### config.mk
export PLATFORM = sky130hd
export DESIGN_NAME = pll_lock_qualifier
export DESIGN_NICKNAME = d
export VERILOG_FILES = /design/src/rtl/plq_pkg.sv /design/src/rtl/plq_band_est.sv /design/src/rtl/plq_window.sv /design/src/rtl/plq_qualifier.sv /design/src/rtl/pll_lock_qualifier.sv
export SDC_FILE = /design/constraint.sdc
export NUM_CORES = 1
export LEC_CHECK = 0
export CORE_MARGIN = 2
export CORE_UTILIZATION = 40
export DETAILED_ROUTE_END_ITERATION = 10
export PLACE_DENSITY_LB_ADDON = 0.1
export SLEW_MARGIN = 20
export SYNTH_ARGS = -nofsm -noshare
export SYNTH_HDL_FRONTEND = slang
export SYNTH_SLANG_ARGS = --single-unit
### constraint.sdc
create_clock -name clk -period 19.9 [get_ports clk]
set_input_delay 3.98 -clock clk [delete_from_list [all_inputs] [get_ports clk]]
set_output_delay 3.98 -clock clk [all_outputs]
set_load 0.005 [all_outputs]
### src/rtl/plq_pkg.sv
package plq_pkg;

    localparam logic [19:0] CNT_SIG = 20'hABCDE;
    localparam int          MHZ_W   = 7;

    typedef enum logic [1:0] {
        CT_MEAS,
        CT_RUN,
        CT_END
    } ctl_state_t;

    typedef enum logic [1:0] {
        QP_IDLE,
        QP_POLL,
        QP_HOLD
    } qual_phase_t;

    typedef struct packed {
        logic [MHZ_W-1:0] mhz;
        logic             fast;
    } bus_band_t;

    // Estimate the host bus frequency from the counter word and round it to a band
    function automatic bus_band_t classify(logic [31:0] word);
        logic [15:0] est;
        bus_band_t   b;
        est = ({7'd0, word[8:0]} * 16'd77) / 16'd192;
        if (word[31:12] != CNT_SIG)
            b.mhz = MHZ_W'(33);
        else if (est < 16'd40)
            b.mhz = MHZ_W'(33);
        else if (est < 16'd45)
            b.mhz = MHZ_W'(40);
        else if (est < 16'd55)
            b.mhz = MHZ_W'(50);
        else
            b.mhz = MHZ_W'(66);
        b.fast = (b.mhz > MHZ_W'(60));
        return b;
    endfunction

    // Lower lock-window bound for a given band
    function automatic logic [15:0] win_floor(logic [MHZ_W-1:0] mhz);
        return ({9'd0, mhz} * 16'd48) / 16'd66;
    endfunction

endpackage

### src/rtl/plq_band_est.sv
module plq_band_est
    import plq_pkg::*;
(
    input  logic [31:0] freq_word,
    output bus_band_t   band
);
    always_comb begin
        band = classify(freq_word);
    end
endmodule

### src/rtl/plq_window.sv
module plq_window
    import plq_pkg::*;
#(
    parameter int WIN_W = 16
) (
    input  logic             clk,
    input  logic             rst,
    input  logic             load,
    input  logic [MHZ_W-1:0] mhz,
    output logic [WIN_W-1:0] win_lo,
    output logic [WIN_W-1:0] win_hi
);
    logic [15:0] lo_calc;

    always_comb begin
        lo_calc = win_floor(mhz);
    end

    always_ff @(posedge clk) begin
        if (rst) begin
            win_lo <= '0;
            win_hi <= '0;
        end else if (load) begin
            win_lo <= WIN_W'(lo_calc);
            win_hi <= WIN_W'(lo_calc + 16'd2);
        end
    end
endmodule

### src/rtl/plq_qualifier.sv
module plq_qualifier
    import plq_pkg::*;
#(
    parameter int POLL_LIMIT = 20480,
    parameter int HOLD_LIMIT = 4096
) (
    input  logic clk,
    input  logic rst,
    input  logic arm,
    input  logic poll_tick,
    input  logic lock_flag,
    output logic pass,
    output logic fail
);
    localparam int PCW = $clog2(POLL_LIMIT + 1);
    localparam int HCW = $clog2(HOLD_LIMIT + 1);
    localparam logic [PCW-1:0] POLL_LAST = PCW'(POLL_LIMIT - 1);
    localparam logic [HCW-1:0] HOLD_LAST = HCW'(HOLD_LIMIT - 1);

    qual_phase_t    phase;
    logic [PCW-1:0] poll_cnt;
    logic [HCW-1:0] hold_cnt;

    always_ff @(posedge clk) begin
        if (rst) begin
            phase    <= QP_IDLE;
            poll_cnt <= '0;
            hold_cnt <= '0;
            pass     <= 1'b0;
            fail     <= 1'b0;
        end else begin
            pass <= 1'b0;
            fail <= 1'b0;
            case (phase)
                QP_IDLE: begin
                    if (arm) begin
                        phase    <= QP_POLL;
                        poll_cnt <= '0;
                    end
                end
                QP_POLL: begin
                    if (poll_tick) begin
                        if (lock_flag) begin
                            phase    <= QP_HOLD;
                            hold_cnt <= '0;
                        end else if (poll_cnt == POLL_LAST) begin
                            fail  <= 1'b1;
                            phase <= QP_IDLE;
                        end else begin
                            poll_cnt <= poll_cnt + 1'b1;
                        end
                    end
                end
                QP_HOLD: begin
                    if (!lock_flag) begin
                        fail  <= 1'b1;
                        phase <= QP_IDLE;
                    end else if (hold_cnt == HOLD_LAST) begin
                        pass  <= 1'b1;
                        phase <= QP_IDLE;
                    end else begin
                        hold_cnt <= hold_cnt + 1'b1;
                    end
                end
                default: phase <= QP_IDLE;
            endcase
        end
    end
endmodule

### src/rtl/pll_lock_qualifier.sv
module pll_lock_qualifier
    import plq_pkg::*;
#(
    parameter int WIN_W      = 16,
    parameter int POLL_LIMIT = 20480,
    parameter int HOLD_LIMIT = 4096,
    parameter int MAX_TRIES  = 8
) (
    input  logic             clk,
    input  logic             rst,
    input  logic [31:0]      freq_word,
    input  logic             lock_flag,
    input  logic             poll_tick,
    output logic [WIN_W-1:0] win_lo,
    output logic [WIN_W-1:0] win_hi,
    output logic             tune_en,
    output logic             clk_sel,
    output logic             done,
    output logic             ok,
    output logic             fast_bus
);
    localparam int TW = $clog2(MAX_TRIES + 1);
    localparam logic [TW-1:0] TRY_LAST = TW'(MAX_TRIES - 1);

    ctl_state_t    st;
    logic [TW-1:0] tries;
    logic          arm;
    logic          q_pass;
    logic          q_fail;
    logic          load;
    bus_band_t     band;

    assign load = (st == CT_MEAS);

    plq_band_est u_band (
        .freq_word (freq_word),
        .band      (band)
    );

    plq_window #(.WIN_W(WIN_W)) u_win (
        .clk    (clk),
        .rst    (rst),
        .load   (load),
        .mhz    (band.mhz),
        .win_lo (win_lo),
        .win_hi (win_hi)
    );

    plq_qualifier #(
        .POLL_LIMIT (POLL_LIMIT),
        .HOLD_LIMIT (HOLD_LIMIT)
    ) u_qual (
        .clk       (clk),
        .rst       (rst),
        .arm       (arm),
        .poll_tick (poll_tick),
        .lock_flag (lock_flag),
        .pass      (q_pass),
        .fail      (q_fail)
    );

    always_ff @(posedge clk) begin
        if (rst) begin
            st       <= CT_MEAS;
            tries    <= '0;
            arm      <= 1'b0;
            tune_en  <= 1'b0;
            clk_sel  <= 1'b0;
            done     <= 1'b0;
            ok       <= 1'b0;
            fast_bus <= 1'b0;
        end else begin
            arm  <= 1'b0;
            done <= 1'b0;
            case (st)
                CT_MEAS: begin
                    tune_en  <= 1'b1;
                    clk_sel  <= 1'b1;
                    fast_bus <= band.fast;
                    arm      <= 1'b1;
                    st       <= CT_RUN;
                end
                CT_RUN: begin
                    if (q_pass) begin
                        tune_en <= 1'b0;
                        done    <= 1'b1;
                        ok      <= 1'b1;
                        st      <= CT_END;
                    end else if (q_fail) begin
                        tune_en <= 1'b0;
                        if (tries == TRY_LAST) begin
                            done <= 1'b1;
                            ok   <= 1'b0;
                            st   <= CT_END;
                        end else begin
                            tries <= tries + 1'b1;
                            arm   <= 1'b1;
                        end
                    end
                end
                default: st <= CT_END;
            endcase
        end
    end
endmodule

# After elaboration in Yosys (flattened, before gate mapping)
# Index checks and enable logic that the tools add are counted.
[totals]
word_cells = 110
out_inout_bits = 37
regBits = 76
inputBits = 36
[op_classes]
addsub = 4
div = 2
mul = 2
muxes = 44
eq_ne = 18
n_lt_le_gt_ge = 4
n_reduce_logical = 16
n_bitwise = 5
[ops]
columns = ["cell", "count"]
rows = [
  ["$mux 15", 4],
  ["$mux 13", 4],
  ["$lt 16x6->1 const B", 3],
  ["$pmux 15 s2", 1],
  ["$mux 7", 4],
  ["$pmux 13 s2", 1],
  ["$ne 20x20->1 const B", 1],
  ["$mux 2", 9],
  ["$add 16x2->16 const B", 1],
  ["$div 13x7->16 const B", 1],
  ["$div 16x8->16 const B", 1],
  ["$mul 9x7->16 const B", 1],
  ["$mux 1", 16],
  ["$add 15x1->15 const B", 1],
  ["$eq 15x15->1 const B", 1],
  ["$ne 2x2->1 const B", 7],
  ["$add 13x1->13 const B", 1],
  ["$eq 13x12->1 const B", 1],
  ["$reduce_and 5->1", 2],
  ["$reduce_bool 2->1", 5],
  ["$mul 7x2->9 const B", 1],
  ["$ne 3x2->1 const B", 3],
  ["$reduce_and 4->1", 2],
  ["$gt 7x6->1 const B", 1],
  ["other kinds (14)", 23],
]

# Depth between registers and ports, before layout
# Gate-level depths: netlist (run 1).
[logic_depth]
ltp_word = 10
mapped_depth = 66

# Modules after synthesis
# Synthesis (run 1) repeated with hierarchy kept, for this count alone.
[hier_totals]
cells_unflattened = 828
hier_area_um2 = 6959.2
[by_module_without_submodules]
columns = ["mod", "instances", "area_each_um2", "cells_each", "seq_area_each_um2"]
rows = [
  ["plq_window", 1, 2617.5, 332, 280.3],
  ["plq_band_est", 1, 2058.2, 231, 0.0],
  ["plq_qualifier", 1, 1771.7, 212, 640.6],
  ["pll_lock_qualifier", 1, 511.7, 53, 240.2],
]

# Worst setup path after synthesis (run 1)
# Ideal clock, no wire load.
[synth_path]
path_kind = "input -> register"
start = "input port freq_word[4]"
end = "register u_win.win_hi[0]"
path_buffers = 5
setup_time_ns = 0.136
stages = 57
arrival_ns = 15.251
slack_ns = 4.513
cell_sequence = "ha_1 > ha_1 > inv_1 > fa_1 > fa_1 > inv_1 > ha_1 > a21o_1 > a2111o_1 > a211oi_1 > and4b_1 > o2111ai_1 > o31ai_1 > nor3_2 > a211oi_1 > o31ai_1 > clkbuf_1 > inv_1 > (+21 left out) > buf_6 > a21o_1 > buf_2 > mux2_2 > ha_1 > inv_1 > or2_2 > o32ai_1 > mux2i_1 > o2111ai_1 > nor4b_4 > and2_1 > buf_4 > ha_1 > nor4b_1 > nand3_1 > o211ai_2 > a41oi_2"
[synth_between]
elab_chain_len = 10
word_cells_on_any_way = 12
classes_between = "add/sub (1); mul (2); div (2); order compare (3); mux (4)"
[synth_lines]
columns = ["item", "line", "rtl"]
rows = [
  ["start: declaration", "pll_lock_qualifier.sv:11", "input logic [31:0] freq_word,"],
  ["$mul 9x7->16 *", "plq_pkg.sv:27", "est = ({7'd0, word[8:0]} * 16'd77) / 16'd192;"],
  ["$div 16x8->16 *", "plq_pkg.sv:27", ""],
  ["$lt 16x6->1", "plq_pkg.sv:34", "else if (est < 16'd55)"],
  ["$mux 7", "plq_pkg.sv:34", ""],
  ["$mux 7", "plq_pkg.sv:32", "else if (est < 16'd45)"],
  ["$mux 7 *", "plq_pkg.sv:30", "else if (est < 16'd40)"],
  ["$mux 7 *", "plq_pkg.sv:28", "if (word[31:12] != CNT_SIG)"],
  ["$mul 7x2->9 *", "plq_pkg.sv:44", "return ({9'd0, mhz} * 16'd48) / 16'd66;"],
  ["$div 13x7->16 *", "plq_pkg.sv:44", ""],
  ["$add 16x2->16 *", "plq_window.sv:25", "win_hi <= WIN_W'(lo_calc + 16'd2);"],
  ["end signal: assignment", "plq_window.sv:25", ""],
  ["end: declaration", "plq_window.sv:11", "output logic [WIN_W-1:0] win_hi"],
]
# Mark *: on every way between the ends. The rest lies on a longest branch, timed or not.
# A chain may end at the register's enable or synchronous reset.

# Worst setup path after layout (run 1)
[layout_path]
start = "input port freq_word[5]"
end = "register u_win.win_hi[0]"
# Same word-level chain as after synthesis.

==> run summary, run 1 <==
The first global-routing pass estimated 29,100 um of wire. Of all nets on the critical path, the largest fanout is 12. The count of TritonRoute iterations in the first routing pass was 5. The most common flop cell mapped by yosys was sky130_fd_sc_hd__dfxtp_1.

Clock latency on the worst-skew pair, taken at its later pin, is 0.32 ns. For this run the aggregate overflow at the end of global routing stands at 0. The number of hold buffers added after cts came out at 0.

The tool flagged a number of max-cap violations equal to 0. The share of final-layout standard cells stronger than drive strength 1 is 0.0704, and the initial DRC count is 359. The tools report the number of antenna violations at the first check in global routing as 0. Final period utilization: 0.911.

In the synthesized netlist, the number of instances is 859. For this design the static power due to leakage is 2.99 nW. The initial core utilization is 0.408. Summed over all failing endpoints, the final setup total negative slack is 0 ns.

The tools report the number of fill cells in the layout as 1,724. The logs give 73 for the total I/O pin count and 0.0166 mm^2 for the core area. The root cell of the clock tree was sky130_fd_sc_hd__clkbuf_16. Using the TritonRoute via totals, the vias-per-cell ratio works out to 5.69. Final period demand of the worst path: 18.12 ns.

The synthesized design contains 0 enable-type register cells. The tools report the post-layout utilization of the core as 0.459. At the end of routability-driven placement, the weighted congestion stood at 0.911. The proportion of power drawn by flip-flops and latches was 0.232; the count of state elements after synthesis was 58. The most common library cell in the layout ignoring fill and taps was sky130_fd_sc_hd__nor2_1. The detail route stage leaves a number of antenna-violating nets equal to 0.

At the placement stage, the worst setup path has a slack of 1.63 ns. The part of the total power dissipated in the clock network came out at 0.247. Detailed placement finished with a half-perimeter wire length of 13,500 um. The largest net degree at the start of global routing was 35.

The logs give 0 for the total setup buffers inserted after CTS and 2 for the largest buffer count on any clock path. In this design, the largest share of critical-path delay is due to simple AND/OR/NAND/NOR gates. The arrival time reported for the critical path endpoint is 18.30 ns.

Dividing the detail-routed wire length by the instance count gives 15.3 um. Highest attainable clock frequency: 55.2 MHz. The floorplan step defined a die boundary enclosing 0.0180 mm^2. For the worst setup path, the data required time is 20.09 ns. STA classifies the critical path endpoint as a flip-flop. The switching power share of the total was 0.418. For this run, the slowest stage of the critical path takes 0.80 ns. Among all stages on the critical path, the largest delay is contributed by sky130_fd_sc_hd__xnor2_1. The number of antenna diodes in the final layout is 0.

The peak supply drop is 0.0762 mV. Total routing usage reported by global routing: 0.193. Setup repair after global routing left no endpoint under its margin. The layout-stage area growth over the synthesis result is 12.5%. Counting buffers and inverters, the worst setup path is 58 cells deep.

The tools report the number of global-route vias before repair as 6,210. By instance count, the cell type seen most on the critical path is sky130_fd_sc_hd__ha_1. For the combinational group share of total power, the log shows 0.521.

TritonCTS built the clock tree. STA classifies the critical path startpoint as an input port. After clock tree synthesis, the clock-pin slew on the worst setup and hold paths is 0.04 ns. The power density of the placed cells is 70.6 mW/mm^2, and the die width is 134 um. The run finished with clean final reports.

The yosys synthesis warning count is 0. Count of placed standard cells including taps: 1,101. The worst hold path belongs to the class flip-flop to flip-flop.

The logs give 0 for the count of final hold-check violations and 9 for the number of buffers created by CTS. The tools report the final-report max-slew violation count as 0. The total detailed-routing wirelength is 17,000 um, and the cell-internal power is 0.000313 W. Final worst slack: 1.78 ns.

The H-tree depth is 3, and the final count of negative-setup-slack endpoints is 0. A synthesized cell averages 7.88 um^2. In the layout the commonest cells are 98 x sky130_fd_sc_hd__nor2_1, 62 x sky130_fd_sc_hd__ha_1, 58 x sky130_fd_sc_hd__dfxtp_1, 56 x sky130_fd_sc_hd__nand2_1, 52 x sky130_fd_sc_hd__clkdlybuf4s50_1. The detailed router placed 6,340 vias in this run. The setup path with the least slack is of type input port to flip-flop. Transition at the pin with the smallest max-transition slack: 0.980 ns. The number of nets in the final layout was 1,000; the count of non-filler cells in the finished layout was 1,115. The number of distinct library cell variants in the gate-level netlist after synthesis is 99, and the part of the Yosys area used for sequential elements is 0.172. Count of buffering cells on the critical path with inverters included: 5. The mapped cell area came out at 0.00677 mm^2. Worst max-slew margin expressed relative to the limit: 0.342.

Chip height: 134 um. The run gives 0.000538 W as the final total power. Counting cells, the worst reg-to-reg path comes to 12. The switching power of the nets is 0.000225 W, and the count of buffers inserted at the top-level ports is 52. The worst hold path passes through 2 cells. The tools report the TritonCTS sink count as 58. In the routed design, unresolved DRC markers number 0. On the final layout, the worst clock skew is 0.00666 ns. Post-CTS repair changed the size of 0 cells. The share of synthesized registers carrying an async set or reset is 0.

The initialized floorplan defines 47 standard-cell rows.
[area by class of cell]
type                            instances  area, um^2  area share
Timing Repair Buffer                   56         551      0.0723
Clock buffer                           14         254      0.0333
Multi-Input combinational cell        730        5240       0.688
Inverter                               37         139      0.0182
Sequential cell                        58        1160       0.152
Tap cell                              220         275      0.0361
[metrics by stage]
stage	cell area (um^2)	hold WS, ns
5_1_grt	7620	0.487
3_5_place_dp	7360	0.462
6_report	7620	0.466
3_3_place_gp	7360	0.451
2_1_floorplan	6830	0.448
4_1_cts	7620	0.472
[tightest hold or removal path: cells and delay by family, from the launching register on]
kind	cells	cell delay, ns
AO/OA/AOI/OAI	1	0.06
flip-flops	1	0.31
AND/OR/NAND/NOR	1	0.05
[state kept, by name, summed over array words and instances (netlist names), 2 cells and up]
signal           flops
tries                4
u_win.win_lo         6
u_qual.hold_cnt     13
u_qual.poll_cnt     15
st                   2
u_win.win_hi         8
u_qual.phase         2
[logic make-up (layout without fill, tap and decap cells)]
logic type	after synthesis	after routing	share of synthesized area
fa+ha+maj	72	72	0.144
mux	18	18	0.0279
flops	58	58	0.172
other cells	1	17	0.000554
simple gates	327	327	0.257
buf+inv	87	107	0.0636
xor+xnor	64	64	0.0861
compound gates	232	232	0.249
[metal layers]
layer / global-route usage / part of all wire / wire (um) / vias to the layer above
met2: 0.341 / 0.49 / 8350 / 120
met1: 0.245 / 0.47 / 7970 / 2989
met5: 0 / 0 / 0 / -
met3: 0.0299 / 0.027 / 459 / 26
li1: - / - / - / 3205
met4: 0.0485 / 0.014 / 242 / 0
[synth_stat cells, drive strengths merged, types with 5 or more instances]
library cell,number,area share
a21o,14,0.016
o21ai,43,0.032
buf,30,0.032
nor2b,5,0.0046
o31ai,10,0.015
a31oi,12,0.011
nand3,31,0.023
nand4,22,0.020
a41oi,5,0.0076
nand3b,7,0.0078
or3,15,0.015
mux2i,14,0.021
and3,9,0.0083
and2,5,0.0046
o21a,6,0.0078
o211ai,7,0.0085
dfxtp,58,0.17
a21oi,51,0.040
nor2,99,0.057
xor2,33,0.044
a21boi,7,0.0078
clkbuf,20,0.011
inv,37,0.021
nor4,8,0.010
xnor2,31,0.042
ha,62,0.11
o2111ai,5,0.0065
and4,5,0.0068
or2,9,0.0083
nand2b,12,0.011
nor3,25,0.022
fa,10,0.030
a211oi,21,0.026
nand2,56,0.031
[final timing paths]
| path | from | endpoint | slack (ns) |
|---|---|---|---|
| max | freq_word[5] | u_win.win_hi[0] | 1.78 |
| min | fast_bus | fast_bus | 0.47 |
| min reg2reg | fast_bus | fast_bus | 0.47 |
| max reg2reg | u_qual.poll_cnt[7] | u_qual.poll_cnt[9] | 17.13 |
[power by group through the flow]
stage	sequential (W)	combinational (W)	clock, W
after floorplan	0.000126	0.000223	0
after global placement	0.000127	0.000273	0
after detailed placement	0.000127	0.000276	0
after CTS	0.000125	0.000278	0.000136
after global routing	0.000125	0.000316	0.000142
final	0.000125	0.000280	0.000133
Power figures use the tool's default switching activity.
==> run 2, diff against run 1 <==
clock period = 15.4 ns   (was 19.9 ns; I/O delays follow)
==> run summary, run 2 (synthesis gave the netlist of run 1 again) <==
The run finished with clean final reports. The minimum hold slack was 0.457 ns (was 0.466 ns). The total congestion overflow after global routing is 0 (unchanged). The global placer's final weighted congestion came out at 0.885 (was 0.911).

The average vias per placed instance is 5.66 (was 5.69). The layout-stage area growth over the synthesis result was 22.1% (was 12.5%). The tools report the sort of element at the start of the critical path as an input port (unchanged). The area taken by flip-flops and latches was 0.00116 mm^2 (unchanged). The most frequent cell on the critical path is sky130_fd_sc_hd__ha_1 (unchanged). For the setup TNS after final layout, the log shows 0 ns (unchanged). The share of final-layout standard cells stronger than drive strength 1 was 0.151 (was 0.0704). The cell count of the worst reg-to-reg path was 12 (unchanged); the antenna diode instance count was 0 (unchanged). The tools report the count of TritonRoute iterations in the first routing pass as 5 (unchanged). The count of final hold-check violations is 0 (unchanged), and the post-detailed-placement half-perimeter wirelength is 14,200 um (was 13,500 um). The H-tree depth was 3 (unchanged); the final period demand of the worst path was 14.73 ns.

The total detailed-routing wirelength came out at 17,600 um (was 17,000 um). Based on the critical path, the design can be clocked at up to 67.9 MHz. For the row count, the log shows 47 (unchanged).

For the number of global-route vias before repair, the log shows 6,411 (was 6,210). The number of instances on the worst hold path was 2 (unchanged). Largest register by flop count: u_qual.poll_cnt (unchanged). The maximum fanout count along the critical path is 5 (was 12).

The tools report the launch point of the critical path as freq_word[4] (was freq_word[5]). Commonest non-fill, non-tap cells in the layout: 98 x sky130_fd_sc_hd__nor2_1, 68 x sky130_fd_sc_hd__buf_4, 61 x sky130_fd_sc_hd__ha_1, 58 x sky130_fd_sc_hd__dfxtp_1, 56 x sky130_fd_sc_hd__nand2_1 (was 98 x sky130_fd_sc_hd__nor2_1, 62 x sky130_fd_sc_hd__ha_1, 58 x sky130_fd_sc_hd__dfxtp_1, 56 x sky130_fd_sc_hd__nand2_1, 52 x sky130_fd_sc_hd__clkdlybuf4s50_1). The kind of critical path is input port to flip-flop (unchanged). The total routing usage reported by global routing was 0.197 (was 0.193). The clock transition at the register clock pins on the worst setup and hold paths after CTS was 0.05 ns (was 0.04 ns); the final period utilization was 0.957. The count of buffers inserted at the top-level ports is 52 (unchanged), and the transition at the pin with the smallest max-transition slack is 0.663 ns (was 0.980 ns). Registers with the most flip-flops: u_qual.poll_cnt (15), u_qual.hold_cnt (13), u_win.win_hi (8) (unchanged).

The tools report the final worst slack as 0.668 ns (was 1.78 ns). The tools report the initial DRC count as 366 (was 359). The placement-stage worst setup slack was -0.0823 ns (was 1.63 ns). For the TritonCTS sink count, the log shows 58 (unchanged). The kind of path behind the tightest hold check was flip-flop to flip-flop (unchanged). The most common library cell in the layout ignoring fill and taps is sky130_fd_sc_hd__nor2_1 (unchanged). The number of nets with antenna violations after detailed routing is 0 (unchanged), and the area used by multi-input combinational logic is 0.00531 mm^2 (was 0.00524 mm^2). The tools report the number of buffers created by CTS as 9 (unchanged). The power density of the placed cells came out at 94.5 mW/mm^2 (was 70.6 mW/mm^2). The tools report the slack of the worst reg-to-reg path as 12.64 ns (was 17.13 ns). The tools report the initial core utilization as 0.408 (unchanged). The number of vias in the routed layout was 6,684 (was 6,340). The delay of the slowest cell on the worst path works out to 0.51 ns (was 0.80 ns). Root cell of the clock tree: sky130_fd_sc_hd__clkbuf_16 (unchanged). The number of flip-flops in the largest register was 15 (unchanged); the peak supply drop was 0.0745 mV (was 0.0762 mV). The chip height works out to 134 um (unchanged).

TritonCTS built the clock tree. The largest buffer count on any clock path came out at 2 (unchanged). The worst hold endpoint was fast_bus (unchanged).

Number of antenna violations at the first check in global routing: 0 (unchanged). Cell with the largest stage delay on the worst path: sky130_fd_sc_hd__clkdlybuf4s50_1 (was sky130_fd_sc_hd__xnor2_1). The run gives 0.32 ns (about the same) as the insertion delay to the later sink of the worst-skew pair. The tools report the launch instance of the worst register-to-register path as u_qual.poll_cnt[9] (was u_qual.poll_cnt[7]). The routed wirelength normalized by instance count works out to 14.9 um (was 15.3 um).

The number of nets in the final layout was 1,064 (was 1,000). Final-report max-slew violation count: 0 (unchanged). The largest net degree at the start of global routing was 35 (unchanged). The worst-case clock skew is 0.00300 ns (was 0.00666 ns). The die area came out at 0.0180 mm^2 (unchanged). The final count of negative-setup-slack endpoints is 0 (unchanged), and the core area is 0.0166 mm^2 (unchanged). Post-route DRC violation count: 0 (unchanged). The tools report the worst max-slew margin expressed relative to the limit as 0.553 (was 0.342). The number of fill cells in the layout is 1,616 (was 1,724). The tools report the required time of the critical path as 15.59 ns (was 20.09 ns).

The tools report the endpoint type of the worst setup path as a flip-flop (unchanged). The wire length of the first global-routing pass is 29,900 um (was 29,100 um), and the number of maximum-capacitance constraint violations is 0 (unchanged). The run gives 3.39 nW (was 2.99 nW) as the static leakage power.

The tools report the destination of the worst register-to-register timing path as u_qual.poll_cnt[9] (unchanged). The arrival time reported for the critical path endpoint was 14.92 ns (was 18.30 ns). Final total power: 0.000781 W (was 0.000538 W). The die width came out at 134 um (unchanged). The startpoint of the most critical hold path was fast_bus (unchanged). The tools report the total I/O pin count as 73 (unchanged).
-- run 2: what timing repair did --
item	4_1_cts	5_1_grt
endpoints found under the setup margin	0	7
setup buffers	0	2
hold buffers	0	0
gates resized for setup	0	15
-- run 2: critical path, delay by kind of cell --
kind	cells	cell delay (ns)
simple gates	22	3.85
buf+inv	7	0.94
fa+ha+maj	10	2.89
mux	2	0.56
compound gates	16	3.57
-- run 2: power by group --
| part | switching (W) | internal [W] |
|---|---|---|
| sequential | 0.00000471 | 0.000156 |
| clock | 0.0000660 | 0.000166 |
| combinational | 0.000236 | 0.000152 |
-- run 2: worst max path at each step --
stage / end / slack [ns] / cells past startpoint
after floorplan: u_win.win_hi[0] / 0.91 / 57
after global routing: u_win.win_hi[0] / -0.02 / 58
after global placement: u_win.win_hi[0] / 0.14 / 57
after detailed placement: u_win.win_hi[0] / -0.08 / 58
final: u_win.win_hi[0] / 0.67 / 57
after CTS: u_win.win_hi[0] / 0.20 / 58
-- run 2: cell type report --
cell class | count | share of cell area
clock buffer | 11 | 0.0306
multi-input combinational | 730 | 0.642
inverter | 37 | 0.0168
timing repair buffer | 120 | 0.125
clock inverter | 5 | 0.0121
tap | 220 | 0.0333
sequential | 58 | 0.140
-- run 2: stage by stage --
stage | utilization | cell area (um^2) | cells
global placement | 0.472 | 7830 | 1163
floorplan | - | 6830 | 875
CTS | 0.493 | 8180 | 1179
detailed placement | 0.472 | 7830 | 1163
finish | 0.498 | 8270 | 1181
global route | 0.498 | 8270 | 1181
-- run 2: routing by layer --
metal,vias to the layer above,wire [um],track usage
met5,-,0,0
met4,0,395,0.0602
met3,32,572,0.0246
met2,151,8680,0.347
met1,3171,7990,0.252
li1,3330,-,-
==> run 3, diff against run 2 <==
CTS_BUF_LIST = sky130_fd_sc_hd__clkbuf_2   (was not set)
==> run summary, run 3 (synthesis gave the netlist of run 1 again) <==
Largest register by flop count: u_qual.poll_cnt (unchanged). The delay of the slowest cell on the worst path is 0.59 ns (was 0.51 ns), and the total congestion overflow after global routing is 0 (unchanged). The tools report the highest attainable clock frequency as 68.1 MHz (was 67.9 MHz). The post-detailed-placement half-perimeter wirelength came out at 14,200 um (unchanged).

The die area was 0.0180 mm^2 (unchanged). The count of buffers inserted at the top-level ports came out at 52 (unchanged). The H-tree depth was 3 (unchanged).

The count of placed standard cells including taps was 1,163 (unchanged). TritonCTS built the clock tree. Kind of path behind the tightest hold check: flip-flop to flip-flop (unchanged). The arrival time reported for the critical path endpoint came out at 15.07 ns (was 14.92 ns). Row count: 47 (unchanged). The number of global-route vias before repair is 6,365 (was 6,411). The cell with the largest stage delay on the worst path is sky130_fd_sc_hd__clkdlybuf4s50_1 (unchanged). Commonest non-fill, non-tap cells in the layout: 98 x sky130_fd_sc_hd__nor2_1, 67 x sky130_fd_sc_hd__buf_4, 62 x sky130_fd_sc_hd__ha_1, 58 x sky130_fd_sc_hd__dfxtp_1, 56 x sky130_fd_sc_hd__nand2_1 (was 98 x sky130_fd_sc_hd__nor2_1, 68 x sky130_fd_sc_hd__buf_4, 61 x sky130_fd_sc_hd__ha_1, 58 x sky130_fd_sc_hd__dfxtp_1, 56 x sky130_fd_sc_hd__nand2_1).

The clock transition at the register clock pins on the worst setup and hold paths after CTS came out at 0.17 ns (was 0.05 ns). For the total routing usage reported by global routing, the log shows 0.196 (was 0.197). Sort of element at the start of the critical path: an input port (unchanged). Registers with the most flip-flops: u_qual.poll_cnt (15), u_qual.hold_cnt (13), u_win.win_hi (8) (unchanged).

The tools report the global placer's final weighted congestion as 0.885 (unchanged). The minimum hold slack came out at 0.472 ns (was 0.457 ns). Root cell of the clock tree: sky130_fd_sc_hd__clkbuf_2 (was sky130_fd_sc_hd__clkbuf_16).

The number of fill cells in the layout was 1,645 (was 1,616); the number of maximum-capacitance constraint violations was 0 (unchanged). The kind of critical path is input port to flip-flop (unchanged). The power density of the placed cells was 83.6 mW/mm^2 (was 94.5 mW/mm^2).

Insertion delay to the later sink of the worst-skew pair: 0.49 ns (was 0.32 ns). The die width is 134 um (unchanged), and the number of nets with antenna violations after detailed routing is 0 (unchanged). The capture point of the worst path is u_win.win_hi[0] (unchanged). The total I/O pin count is 73 (unchanged), and the chip height is 134 um (unchanged).

The core area was 0.0166 mm^2 (unchanged); the post-route DRC violation count was 0 (unchanged). The worst-case clock skew was 0.0188 ns (was 0.00300 ns). The tools report the launch point of the critical path as freq_word[5] (was freq_word[4]). The count of non-filler cells in the finished layout is 1,180 (was 1,181), and the average vias per placed instance is 5.63 (was 5.66). The area used by multi-input combinational logic was 0.00529 mm^2 (was 0.00531 mm^2).

The maximum fanout count along the critical path works out to 5 (unchanged). The number of nets in the final layout was 1,063 (was 1,064). Transition at the pin with the smallest max-transition slack: 0.661 ns (was 0.663 ns). The final count of negative-setup-slack endpoints was 0 (unchanged). The setup TNS after final layout was 0 ns (unchanged). The tools report the final worst slack as 0.717 ns (was 0.668 ns).

Endpoint type of the worst setup path: a flip-flop (unchanged). The logs give 0.554 (was 0.553) for the worst max-slew margin expressed relative to the limit and 0.0746 mV (was 0.0745 mV) for the peak supply drop. The routed wirelength normalized by instance count came out at 14.8 um (was 14.9 um).

The destination of the worst register-to-register timing path is u_qual.poll_cnt[9] (unchanged). Antenna diode instance count: 0 (unchanged). The placement-stage worst setup slack is -0.0823 ns (unchanged). The tools report the slack of the worst reg-to-reg path as 12.63 ns (was 12.64 ns). Cell count of the worst reg-to-reg path: 12 (unchanged).

The run gives 0 (unchanged) as the final-report max-slew violation count. The run gives 321 (was 366) as the initial DRC count. The wire length of the first global-routing pass came out at 29,700 um (was 29,900 um).

The number of flip-flops in the largest register came out at 15 (unchanged). The count of TritonRoute iterations in the first routing pass was 5 (unchanged). Number of antenna violations at the first check in global routing: 0 (unchanged). The tools report the number of buffers created by CTS as 9 (unchanged). The most frequent cell on the critical path was sky130_fd_sc_hd__ha_1 (unchanged). The most common library cell in the layout ignoring fill and taps was sky130_fd_sc_hd__nor2_1 (unchanged). Launch instance of the worst register-to-register path: u_qual.poll_cnt[9] (unchanged).

The initial core utilization is 0.408 (unchanged). For the largest net degree at the start of global routing, the log shows 35 (unchanged). The count of final hold-check violations was 0 (unchanged); the TritonCTS sink count was 58 (unchanged). The final period demand of the worst path came out at 14.68 ns (was 14.73 ns).

The flow ran to the end, and the final reports show no timing, DRC or antenna violations. The tools report the required time of the critical path as 15.79 ns (was 15.59 ns). The static leakage power was 3.28 nW (was 3.39 nW). Share of final-layout standard cells stronger than drive strength 1: 0.145 (was 0.151).

The final period utilization is 0.953 (was 0.957). The layout-stage area growth over the synthesis result is 18.8% (was 22.1%), and the largest buffer count on any clock path is 2 (unchanged). The logs give 6,647 (was 6,684) for the number of vias in the routed layout and 0.00116 mm^2 (unchanged) for the area taken by flip-flops and latches. The total detailed-routing wirelength was 17,500 um (was 17,600 um).
-- run 3: how the worst min path moves through the flow --
stage,from,to,slack [ns],depth (start not counted)
after floorplan,u_win.win_hi[3],u_win.win_hi[3],0.45,2
after global placement,fast_bus,fast_bus,0.45,2
after detailed placement,u_win.win_hi[2],u_win.win_hi[2],0.45,2
after CTS,u_win.win_hi[2],u_win.win_hi[2],0.47,2
after global routing,u_win.win_hi[5],u_win.win_hi[5],0.49,2
final,u_win.win_hi[2],u_win.win_hi[2],0.47,2
-- run 3: where the power goes --
part           switching [W]  internal [W]
registers         0.00000461      0.000156
clock network      0.0000562     0.0000685
logic               0.000235      0.000151
-- run 3: repair_timing --
item | CTS | global route
buffers inserted | 0 | 1
endpoints found under the setup margin | 0 | 5
gates resized for setup | 0 | 10
hold buffers | 0 | 0
hold endpoints to repair | 0 | 0
-- run 3: worst max-delay path: cells and delay by family --
kind,cells,cell delay [ns]
simple gates,23,3.97
compound gates,17,3.72
fa+ha+maj,10,2.86
buf+inv,6,0.86
mux,2,0.56
-- run 3: area by class of cell --
cell class	count	area share
Clock buffer	9	0.00560
Inverter	37	0.0173
Tap cell	220	0.0342
Multi-Input combinational cell	730	0.658
Clock inverter	7	0.0134
Sequential cell	58	0.144
Timing Repair Buffer	119	0.127
-- run 3: through the flow --
stage                util  total power (W)  instance area (um^2)
floorplan               -         0.000452                  6830
global placement    0.472         0.000528                  7830
detailed placement  0.472         0.000534                  7830
CTS                 0.481         0.000663                  7980
global route        0.485         0.000730                  8040
finish              0.485         0.000672                  8040
-- run 3: metal layers --
| layer | routed length (um) | track usage |
|---|---|---|
| met1 | 7910 | 0.252 |
| met2 | 8570 | 0.344 |
| met3 | 639 | 0.0257 |
| met4 | 374 | 0.0567 |
| met5 | 0 | 0 |
